==> src/rtl/tid_pkg.sv <==
package tid_pkg;
  function automatic int ceil_div(input int num, input int den);
    return (num + den - 1) / den;
  endfunction
endpackage

==> src/rtl/tid_phase.sv <==
module tid_phase #(
  parameter int M  = 2,
  localparam int PW = (M > 1) ? $clog2(M) : 1
) (
  input  logic          clk,
  input  logic          rst,
  input  logic          adv,
  output logic [PW-1:0] phase,
  output logic [M-1:0]  load_en
);
  always_ff @(posedge clk) begin
    if (rst) phase <= '0;
    else if (adv) phase <= (phase == PW'(M - 1)) ? '0 : phase + 1'b1;
  end

  for (genvar k = 0; k < M; k++) begin : g_en
    assign load_en[k] = adv && (phase == PW'(k));
  end

  assert_one_load_R6: assert property (@(posedge clk) disable iff (rst)
    $onehot0(load_en));
endmodule

==> src/rtl/tid_unit.sv <==
module tid_unit #(
  parameter int W = 8,
  parameter int M = 2,
  localparam int RW  = 2 * W + 1,
  localparam int CH  = tid_pkg::ceil_div(W, M),
  localparam int BPW = CH * M,
  localparam int SW  = $clog2(M + 1)
) (
  input  logic          clk,
  input  logic          rst,
  input  logic          adv,
  input  logic          load,
  input  logic          in_valid,
  input  logic [W-1:0]  in_a,
  input  logic [W-1:0]  in_b,
  input  logic [2*W-1:0] in_c,
  output logic          done,
  output logic          res_valid,
  output logic [RW-1:0] result
);
  logic [SW-1:0]  step;
  logic [RW-1:0]  a_sh;
  logic [BPW-1:0] b_rem;
  logic [RW-1:0]  acc;
  logic           vld;

  always_ff @(posedge clk) begin
    if (rst) begin
      step  <= SW'(M);
      vld   <= 1'b0;
      acc   <= '0;
      a_sh  <= '0;
      b_rem <= '0;
    end else if (adv) begin
      if (load) begin
        vld   <= in_valid;
        acc   <= RW'(in_c) + RW'(in_a) * RW'(in_b[CH-1:0]);
        a_sh  <= RW'(in_a) << CH;
        b_rem <= BPW'(in_b) >> CH;
        step  <= SW'(1);
      end else if (step != SW'(M)) begin
        acc   <= acc + a_sh * RW'(b_rem[CH-1:0]);
        a_sh  <= a_sh << CH;
        b_rem <= b_rem >> CH;
        step  <= step + 1'b1;
      end
    end
  end

  assign done      = (step == SW'(M));
  assign res_valid = vld;
  assign result    = acc;

  assert_load_after_done_R6: assert property (@(posedge clk) disable iff (rst)
    load |-> done);
  assert_hold_on_stall_R7: assert property (@(posedge clk) disable iff (rst)
    !adv |=> $stable(acc) && $stable(step));
endmodule

==> src/rtl/tid_merge.sv <==
module tid_merge #(
  parameter int M  = 2,
  parameter int RW = 17,
  localparam int PW = (M > 1) ? $clog2(M) : 1
) (
  input  logic                 clk,
  input  logic                 rst,
  input  logic                 adv,
  input  logic [PW-1:0]        sel,
  input  logic [M-1:0]         done,
  input  logic [M-1:0]         res_valid,
  input  logic [M-1:0][RW-1:0] result,
  output logic                 out_valid,
  output logic [RW-1:0]        out_result
);
  always_ff @(posedge clk) begin
    if (rst) begin
      out_valid  <= 1'b0;
      out_result <= '0;
    end else if (adv) begin
      out_valid  <= res_valid[sel];
      out_result <= result[sel];
    end
  end

  assert_pick_finished_R3: assert property (@(posedge clk) disable iff (rst)
    adv |-> done[sel]);
  assert_out_stall_R7: assert property (@(posedge clk) disable iff (rst)
    !adv |=> $stable(out_valid) && $stable(out_result));
endmodule

==> src/rtl/interleaved_mac.sv <==
module interleaved_mac #(
  parameter int W = 8,
  parameter int M = 2,
  localparam int RW = 2 * W + 1,
  localparam int PW = (M > 1) ? $clog2(M) : 1
) (
  input  logic           clk,
  input  logic           rst,
  input  logic           in_valid,
  output logic           in_ready,
  input  logic [W-1:0]   in_a,
  input  logic [W-1:0]   in_b,
  input  logic [2*W-1:0] in_c,
  output logic           out_valid,
  input  logic           out_ready,
  output logic [RW-1:0]  out_result
);
  initial assert (M >= 2) else $error("M must be at least 2");

  logic                 adv;
  logic [PW-1:0]        phase;
  logic [M-1:0]         load_en;
  logic [M-1:0]         done;
  logic [M-1:0]         res_valid;
  logic [M-1:0][RW-1:0] result;

  assign adv      = out_ready;
  assign in_ready = out_ready;

  tid_phase #(.M(M)) u_phase (
    .clk(clk), .rst(rst), .adv(adv), .phase(phase), .load_en(load_en)
  );

  for (genvar k = 0; k < M; k++) begin : g_unit
    tid_unit #(.W(W), .M(M)) u_unit (
      .clk(clk), .rst(rst), .adv(adv), .load(load_en[k]),
      .in_valid(in_valid), .in_a(in_a), .in_b(in_b), .in_c(in_c),
      .done(done[k]), .res_valid(res_valid[k]), .result(result[k])
    );
  end

  tid_merge #(.M(M), .RW(RW)) u_merge (
    .clk(clk), .rst(rst), .adv(adv), .sel(phase), .done(done),
    .res_valid(res_valid), .result(result),
    .out_valid(out_valid), .out_result(out_result)
  );

  assert_reset_clears_R8: assert property (@(posedge clk)
    rst |=> !out_valid);
endmodule

==> config.mk <==
export PLATFORM = sky130hd
export DESIGN_NAME = interleaved_mac
export DESIGN_NICKNAME = d
export VERILOG_FILES = /design/src/rtl/tid_pkg.sv /design/src/rtl/tid_phase.sv /design/src/rtl/tid_unit.sv /design/src/rtl/tid_merge.sv /design/src/rtl/interleaved_mac.sv
export SDC_FILE = /design/constraint.sdc
export NUM_CORES = 1
export LEC_CHECK = 0
export BUFFER_PORTS_ARGS = -buffer_cell sky130_fd_sc_hd__buf_2
export CORE_AREA = 3 3 126 158
export DETAILED_ROUTE_END_ITERATION = 12
export DIE_AREA = 0 0 129 161
export PLACE_DENSITY_LB_ADDON = 0.12
export SYNTH_ARGS = -nofsm -noshare
export SYNTH_HDL_FRONTEND = slang
export SYNTH_HIERARCHICAL = 1
export SYNTH_SLANG_ARGS = --single-unit
==> constraint.sdc <==
create_clock -name clk -period 4.5 [get_ports clk]
set_input_delay 0.9 -clock clk [delete_from_list [all_inputs] [get_ports clk]]
set_output_delay 0.9 -clock clk [all_outputs]
set_load 0.02 [all_outputs]
# Yosys cells after proc, flatten, opt, wreduce, memory -nomap -nowiden
# Index checks and enable logic that the tools add are counted.
dict set report totals {
  ff_bits 109
  latchBits 0
  mem_bits_rw 0
  romBits 0
  in_bits 36
  out_inout_bits 19
  elab_cells 55
  n_memories 0
}
dict set report op_classes {
  add_sub_neg 6
  n_mul 3
  div 0
  magnitude_cmp 1
  n_eq_ne 2
  shift 0
  muxes 21
  n_bitwise 1
  n_reduce_logical 8
}
# operator count
set op_table {}
lappend op_table {{17-bit 2-to-1 mux} 10}
lappend op_table {{17-bit adder} 2}
lappend op_table {{17-bit by 4-bit multiplier with 17-bit output} 2}
lappend op_table {{8-bit 2-to-1 mux} 4}
lappend op_table {{16-bit by 12-bit adder with 17-bit output} 1}
lappend op_table {{8-bit by 4-bit multiplier with 12-bit output} 1}
lappend op_table {{2-bit 2-to-1 mux} 4}
lappend op_table {{2-bit AND reduction} 4}
lappend op_table {{2-bit by 1-bit adder with 2-bit output, second input constant} 2}
lappend op_table {{2-bit inequality test, second input constant} 2}
lappend op_table {{2-bit nonzero test} 2}
lappend op_table {{1-bit 2-to-1 mux} 3}
lappend op_table {{1-bit logical AND} 2}
lappend op_table {{1-bit by 2-bit less-than comparator with 1-bit output, second input constant} 1}
lappend op_table {{1-bit adder, second input constant} 1}
lappend op_table {{1-bit NOT} 1}

# Longest topological paths before layout
# Gate-level depths: netlist of run 1.
dict set report logic_depth {
  ltp_word 4
  mapped_depth 15
  mapped_depth_nobuf 14
}

# By module
# Netlist of run 1, hierarchy kept.
# mod n_inst cells_each area_each_um2 seq_area_each_um2
set modules_own_cells {}
lappend modules_own_cells {{tid_unit at g_unit[0].u_unit} 1 568 4644.5 740.7}
lappend modules_own_cells {{tid_unit at g_unit[1].u_unit} 1 553 4580.6 740.7}
lappend modules_own_cells {tid_merge 1 80 802.0 360.3}
lappend modules_own_cells {tid_phase 1 5 48.8 20.0}
lappend modules_own_cells {interleaved_mac 1 1 7.5 0.0}

# Worst setup path after synthesis of run 1
# Ideal clock, no wire load.
dict set report synth_path {
  path_kind {input -> register}
  from {in in_a[2]}
  to {reg g_unit[0].u_unit.acc[15]}
  setup_ns 0.074
  arrival_ns 4.115
  t_required_ns 4.426
  path_slack_ns 0.311
  stages 14
  n_path_buf 1
  path_cell_list {and2_1 -> fa_1 -> fa_1 -> inv_1 -> fa_1 -> inv_1 -> ha_1 -> buf_2 -> a21o_1 -> a21oi_1 -> nand4b_1 -> a41oi_1 -> o21ai_0 -> a31oi_1}
}
dict set report synth_via {
  elab_chain_cells 3
}
# element line
set synth_rtl {}
lappend synth_rtl {{start, declared} interleaved_mac.sv:11} ;# input logic [W-1:0] in_a,
lappend synth_rtl {{8-bit by 4-bit multiplier with 12-bit output} tid_unit.sv:37} ;# acc <= RW'(in_c) + RW'(in_a) * RW'(in_b[CH-1:0]);
lappend synth_rtl {{16-bit by 12-bit adder with 17-bit output} tid_unit.sv:37}
lappend synth_rtl {{17-bit 2-to-1 mux} tid_unit.sv:35} ;# if (load) begin
lappend synth_rtl {{end signal, assigned} tid_unit.sv:37}
lappend synth_rtl {{end signal, assigned} tid_unit.sv:42} ;# acc <= acc + a_sh * RW'(b_rem[CH-1:0]);
lappend synth_rtl {{end, declared} tid_unit.sv:24} ;# logic [RW-1:0] acc;
# Every way passes these cells.
# A chain may end at the register's enable or synchronous reset.

# Worst setup path after layout of run 1
dict set report layout_path {
  from {in in_b[2]}
  to {reg g_unit[1].u_unit.acc[13]}
}
dict set report layout_via {
  elab_chain_cells 3
}
# element line
set layout_rtl {}
lappend layout_rtl {{start, declared} interleaved_mac.sv:12} ;# input logic [W-1:0] in_b,
lappend layout_rtl {{8-bit by 4-bit multiplier with 12-bit output} tid_unit.sv:37}
lappend layout_rtl {{16-bit by 12-bit adder with 17-bit output} tid_unit.sv:37}
lappend layout_rtl {{17-bit 2-to-1 mux} tid_unit.sv:35}
lappend layout_rtl {{end signal, assigned} tid_unit.sv:37}
lappend layout_rtl {{end signal, assigned} tid_unit.sv:42}
lappend layout_rtl {{end, declared} tid_unit.sv:24}
# Every way passes these cells.

==> results of run 1 <==
## cell usage after synthesis (all sizes together) (8+ instances only)
| master | number |
|---|---|
| a211oi | 45 |
| xor2 | 10 |
| nand2 | 68 |
| o21ai | 44 |
| and2 | 133 |
| clkbuf | 31 |
| inv | 212 |
| dfxtp | 93 |
| nand3 | 20 |
| mux2i | 31 |
| a21oi | 43 |
| nor2 | 89 |
| fa | 100 |
| a31oi | 10 |
| xnor2 | 30 |
| nor3 | 15 |
| a22oi | 28 |
| buf | 13 |
| ha | 78 |
| o21a | 8 |
| a21o | 14 |
## per-stage QoR
| step | hold slack, ns | setup WS, ns | cell area [um^2] | utilization [%] |
|---|---|---|---|---|
| finish | 0.461 | 0.262 | 11000 | 59.0 |
| global route | 0.471 | 0.0299 | 11000 | 59.0 |
| CTS | 0.462 | 0.279 | 11000 | 59.0 |
| detailed placement | 0.452 | -0.0812 | 10700 | 57.4 |
| global placement | 0.444 | -0.0206 | 10700 | 57.4 |
| floorplan | 0.431 | 0.311 | 10100 | - |
## layout make-up
type | instances | area (um^2) | area share [%]
inverter | 212 | 796 | 7.24
sequential | 93 | 1860 | 16.9
multi-input combinational | 858 | 7230 | 65.7
clock inverter | 7 | 75.1 | 0.683
timing repair buffer | 87 | 518 | 4.71
tap | 232 | 290 | 2.64
clock buffer | 9 | 225 | 2.05
## power by group through the flow
| stage | clock, mW | sequential [mW] | combinational [mW] |
|---|---|---|---|
| finish | 0.782 | 0.966 | 1.38 |
| global route | 0.825 | 0.973 | 1.55 |
| floorplan | 0 | 0.957 | 0.958 |
| CTS | 0.791 | 0.965 | 1.38 |
| global placement | 0 | 0.984 | 1.35 |
| detailed placement | 0 | 0.984 | 1.37 |
## kinds of logic after synthesis
group,count (synthesis)
buffers and inverters,256
xor gates and xnor gates,40
DFF,93
adders and majority gates,178
and+or+nand+nor,370
AOI/OAI and AO/OA,238
muxes,32
## flip-flops by register name, indices dropped and copies added (netlist names)
register and cells:
g_unit.u_unit/result 34, u_merge/out_result 17, g_unit.u_unit/a_sh 26, g_unit.u_unit/res_valid 2, g_unit.u_unit/step 4, u_merge/out_valid 1, g_unit.u_unit/b_rem 8, u_phase/phase 1
## tightest hold or removal path: stages (launching register included)
cell and delay [ns]:
dfxtp_1 0.32, nand2_1 0.05, a21oi_1 0.05
## metal layers
metal	GRT usage (%)	up-vias
met1	34.9	4125
met2	45.6	155
met5	0	-
met4	9.46	0
li1	-	4091
met3	2.41	49
## worst paths after layout
kind | cells past startpoint | slack, ns | startpoint | end
worst min register to register | 2 | 0.46 | g_unit[0].u_unit/res_valid | g_unit[0].u_unit/res_valid
worst max register to register | 13 | 0.33 | g_unit[0].u_unit/b_rem[1] | g_unit[0].u_unit/result[14]
worst min-delay path | 2 | 0.46 | g_unit[0].u_unit/res_valid | g_unit[0].u_unit/res_valid
worst max-delay path | 15 | 0.26 | in_b[2] | g_unit[1].u_unit/result[13]
==> impl_metrics.env, run 1 <==
export IMPL_status="finished, final reports clean"
export IMPL_cp_start_kind="primary input"
export IMPL_finalCritPeriodShare_pct=94.2
export IMPL_highest_layer="met4"
export IMPL_hold_viol_final=0
export IMPL_synth_xor_area_share_pct=3.47
export IMPL_cts_tree="built"
export IMPL_synth_nets=1421
export IMPL_grt_pass1_wl_mm=43.6
export IMPL_root_buffer="clkbuf_16"
export IMPL_clock_latency_ns=0.35
export IMPL_critPathMaxFanout=11
export IMPL_criticalPathCategory="in -> reg"
export IMPL_num_io_pins=55
export IMPL_rows=56
export IMPL_rsz0062_at_grt="no"
export IMPL_slew_headroom_pct=38.3
export IMPL_dpl_hpwl_mm=21.6
export IMPL_path_delay_family="adder cells"
export IMPL_path_cells="buf_2 > buf_4 > and2_1 > fa_1 > fa_1 > inv_1 > fa_1 > inv_1 > ha_1 > o211ai_1 > a21o_1 > a211oi_2 > o21ai_1 > a2111o_1 > o211ai_1"
export IMPL_hold_class="reg -> reg"
export IMPL_vdd_drop_max_uv=161
export IMPL_synth_seq_area_share_pct=18.5
export IMPL_ys_warnings_count=6
export IMPL_max_stage_delay_ns=0.50
export IMPL_worst_slew_pin_slew_ns=0.922
export IMPL_post_route_min_period_ns=4.24
export IMPL_initial_utilization_pct=54.1
export IMPL_final_cell_mix="inv_1 (211), and2_1 (132), fa_1 (100)"
export IMPL_synthesis_area_um2=10100
export IMPL_wl_met2_mm=13.4
export IMPL_fin_setup_tns_ns=0
export IMPL_end_kind="flop"
export IMPL_place_inst=1482
export IMPL_ys_seq_elements=93
export IMPL_vias=8420
export IMPL_coreArea_um2=18600
export IMPL_cts_resized=0
export IMPL_wl_per_cell_um=17.9
export IMPL_fin_cells=1498
export IMPL_crit_buf_inv=4
export IMPL_arrival_ns=4.52
export IMPL_slew_viol_final=0
export IMPL_post_cts_buffers=0
export IMPL_detail_route_iter0_violations=491
export IMPL_portBuffers=54
export IMPL_antenna_found_initial=0
export IMPL_total_power_mw=3.13
export IMPL_gp_congestion=0.923
export IMPL_cts_hold_buf=0
export IMPL_synth_top_area_share_pct=19.9
export IMPL_p_switching_mw=1.29
export IMPL_skew_ns=0.00902
export IMPL_drt_pass1_iterations=5
export IMPL_syn_to_final_growth_pct=9.02
export IMPL_die_x_um=129
export IMPL_ys_flop_type="dfxtp_1"
export IMPL_syn_inst=1207
export IMPL_grt_total_usage_pct=26.6
export IMPL_async_reset_ff_share_pct=0
export IMPL_setup_viol=0
export IMPL_cts_num_sinks=93
export IMPL_yosys_area_share_simple_pct=19.0
export IMPL_cts_max_path_buffers=2
export IMPL_mostFrequentLayoutCell="inv_1"
export IMPL_cp_slowest_cell="fa_1"
export IMPL_cp_common_cell="fa_1"
export IMPL_grt_ovfl_total=0
export IMPL_fill_cells=1755
export IMPL_synth_compound_area_share_pct=16.4
export IMPL_p_int_mw=1.84
export IMPL_grt_pass1_vias=8428
export IMPL_grt_max_degree=54
export IMPL_final_nets=1475
export IMPL_dieArea_um2=20800
export IMPL_p_sw_share_pct=41.1
export IMPL_synth_edf_count=0
export IMPL_synth_top_family_by_area="adder cells"
export IMPL_ant_nets=0
export IMPL_wl_met1_mm=11.7
export IMPL_drc=0
export IMPL_p_per_area_nw_per_um2=285
export IMPL_wl_met3_um=776
export IMPL_yosys_area_share_adder_pct=29.5
export IMPL_worstPathRequired_ns=4.78
export IMPL_cts_buffers=9
export IMPL_pwr_share_clk_pct=25.0
export IMPL_synthTopCellsByArea="fa_1 (20%), dfxtp_1 (18%), ha_1 (9.7%)"
export IMPL_clk_pin_slew_ns=0.07
export IMPL_diodes=0
export IMPL_muxShareOfSynthArea_pct=3.19
export IMPL_p_leak_nw=5.22
export IMPL_yosys_area_top_type="fa_1"
export IMPL_drive_gt1_share_pct=9.56
export IMPL_vias_per_cell=5.62
export IMPL_fmax_ghz=0.236
export IMPL_power_frac_seq_pct=30.9
export IMPL_avgSynthCellArea_um2=8.35
export IMPL_cap_viol_max_count=0
export IMPL_h_tree_depth=3
export IMPL_wl_mm=26.9
export IMPL_combPwrFrac_pct=44.2
export IMPL_die_h_um=161
export IMPL_yosysUniqueCellTypes=72
(Power assumes the default switching activity.)
==> inputs of run 2 (changes only) <==
Settings changed: CORE_AREA 3 3 126 158 to 3 3 184 231, DIE_AREA 0 0 129 161 to 0 0 187 234.
==> impl_metrics.env, run 2 (same netlist as run 1, synthesis figures left out) <==
export IMPL_syn_to_final_growth_pct=15.6
export IMPL_cts_tree="built"
export IMPL_max_stage_delay_ns=0.61
export IMPL_hold_class="reg -> reg"
export IMPL_ant_nets=0
export IMPL_largest_reg_flops=34
export IMPL_drive_gt1_share_pct=11.9
export IMPL_portBuffers=54
export IMPL_gp_congestion=0.781
export IMPL_grt_total_usage_pct=15.4
export IMPL_reg2reg_depth=13
export IMPL_vdd_drop_max_uv=149
export IMPL_slew_viol_final=0
export IMPL_cts_buffers=9
export IMPL_grt_pass1_wl_mm=52.3
export IMPL_clk_pin_slew_ns=0.07
export IMPL_dpl_cell_area_um2=11400
export IMPL_rows=82
export IMPL_initial_utilization_pct=25.0
export IMPL_drt_pass1_iterations=6
export IMPL_grt_max_degree=54
export IMPL_post_cts_buffers=0
export IMPL_arrival_ns=4.44
export IMPL_dpl_hpwl_mm=27.2
export IMPL_wl_mm=33.0
export IMPL_antenna_found_initial=1
export IMPL_die_h_um=234
export IMPL_worstPathRequired_ns=4.74
export IMPL_post_route_min_period_ns=4.19
export IMPL_die_x_um=187
export IMPL_final_cell_mix="inv_1 (211), and2_1 (132), fa_1 (100)"
export IMPL_h_tree_depth=3
export IMPL_num_io_pins=55
export IMPL_cp_common_cell="fa_1"
export IMPL_final_nets=1509
export IMPL_cap_viol_max_count=0
export IMPL_p_leak_nw=5.39
export IMPL_critPathMaxFanout=12
export IMPL_dieArea_um2=43800
export IMPL_skew_ns=0.00985
export IMPL_vias=8327
export IMPL_drc=0
export IMPL_finalCritPeriodShare_pct=93.2
export IMPL_fin_setup_tns_ns=0
export IMPL_slew_headroom_pct=42.7
export IMPL_cts_hold_buf=0
export IMPL_setup_viol=0
export IMPL_cp_start_kind="flop"
export IMPL_grt_ovfl_total=0
export IMPL_cts_max_path_buffers=2
export IMPL_p_per_area_nw_per_um2=282
export IMPL_coreArea_um2=40300
export IMPL_grt_pass1_vias=8821
export IMPL_finish_instance_area_um2=11700
export IMPL_root_buffer="clkbuf_16"
export IMPL_path_cells="and2_1 > fa_1 > fa_1 > inv_1 > fa_1 > inv_1 > ha_1 > or3_4 > a21oi_2 > a311oi_2 > or4_1 > nand3_1 > o22ai_1"
export IMPL_worst_slew_pin_slew_ns=0.860
export IMPL_criticalPathCategory="reg -> reg"
export IMPL_rsz0062_at_grt="no"
export IMPL_detail_route_iter0_violations=354
export IMPL_cp_slowest_cell="dfxtp_1"
export IMPL_hold_depth=2
export IMPL_mostFrequentLayoutCell="inv_1"
export IMPL_clock_latency_ns=0.36
export IMPL_end_kind="flop"
export IMPL_wl_per_cell_um=17.9
export IMPL_fmax_ghz=0.238
export IMPL_diodes=0
export IMPL_cts_num_sinks=93
export IMPL_vias_per_cell=4.51
export IMPL_hold_viol_final=0
export IMPL_status="finished, final reports clean"
run 2: metal layers:
layer,share of wire [%],vias to the layer above,track usage (%)
met3,1.3,18,1.12
met2,55,69,30.5
met1,43,4085,18.2
met4,1.2,0,3.10
met5,0,-,0
li1,-,4155,-
run 2: layout make-up:
cell class	instances	area (um^2)
Tap cell	546	683
Timing Repair Buffer	121	788
Sequential cell	93	1860
Clock buffer	10	229
Clock inverter	6	70.1
Inverter	212	796
Fill cell	4366	28700
Multi-Input combinational cell	858	7230
run 2: repair_timing:
action | CTS | global route
endpoints found under the hold margin | 0 | 0
resized for setup | 0 | 1
setup endpoints to repair | 0 | 1
run 2: report_power, final:
group / leakage [nW] / switching [mW] / total, mW / internal, mW
sequential: 0.760 / 0.0848 / 0.973 / 0.888
combinational: 4.48 / 0.864 / 1.49 / 0.631
clock: 0.147 / 0.379 / 0.816 / 0.437
total: 5.39 / 1.33 / 3.28 / 1.96
run 2: path summary, 6_finish.rpt:
kind	start	to	slack [ns]
max	g_unit[0].u_unit/b_rem[1]	g_unit[0].u_unit/result[14]	0.31
min	g_unit[1].u_unit/result[0]	g_unit[1].u_unit/result[0]	0.46
max reg2reg	g_unit[0].u_unit/b_rem[1]	g_unit[0].u_unit/result[14]	0.31
min reg2reg	g_unit[1].u_unit/result[0]	g_unit[1].u_unit/result[0]	0.46
run 2: worst max-delay path, delay by kind of cell, from the launching register on:
kind / cells / cell delay, ns
compound gates: 3 / 0.33
flops: 1 / 0.61
buf+inv: 2 / 0.10
simple gates: 4 / 1.19
fa+ha+maj: 4 / 1.84
run 2: per-stage QoR:
step	hold WS, ns	setup WS (ns)	power (mW)	cells	utilization, %
2_1_floorplan	0.431	0.311	1.92	1207	-
3_3_place_gp	0.442	-0.166	2.52	1830	28.2
3_5_place_dp	0.446	-0.127	2.51	1830	28.2
4_1_cts	0.457	0.235	3.34	1846	28.9
5_1_grt	0.479	0.0849	3.54	1846	28.9
6_report	0.456	0.306	3.28	1846	28.9
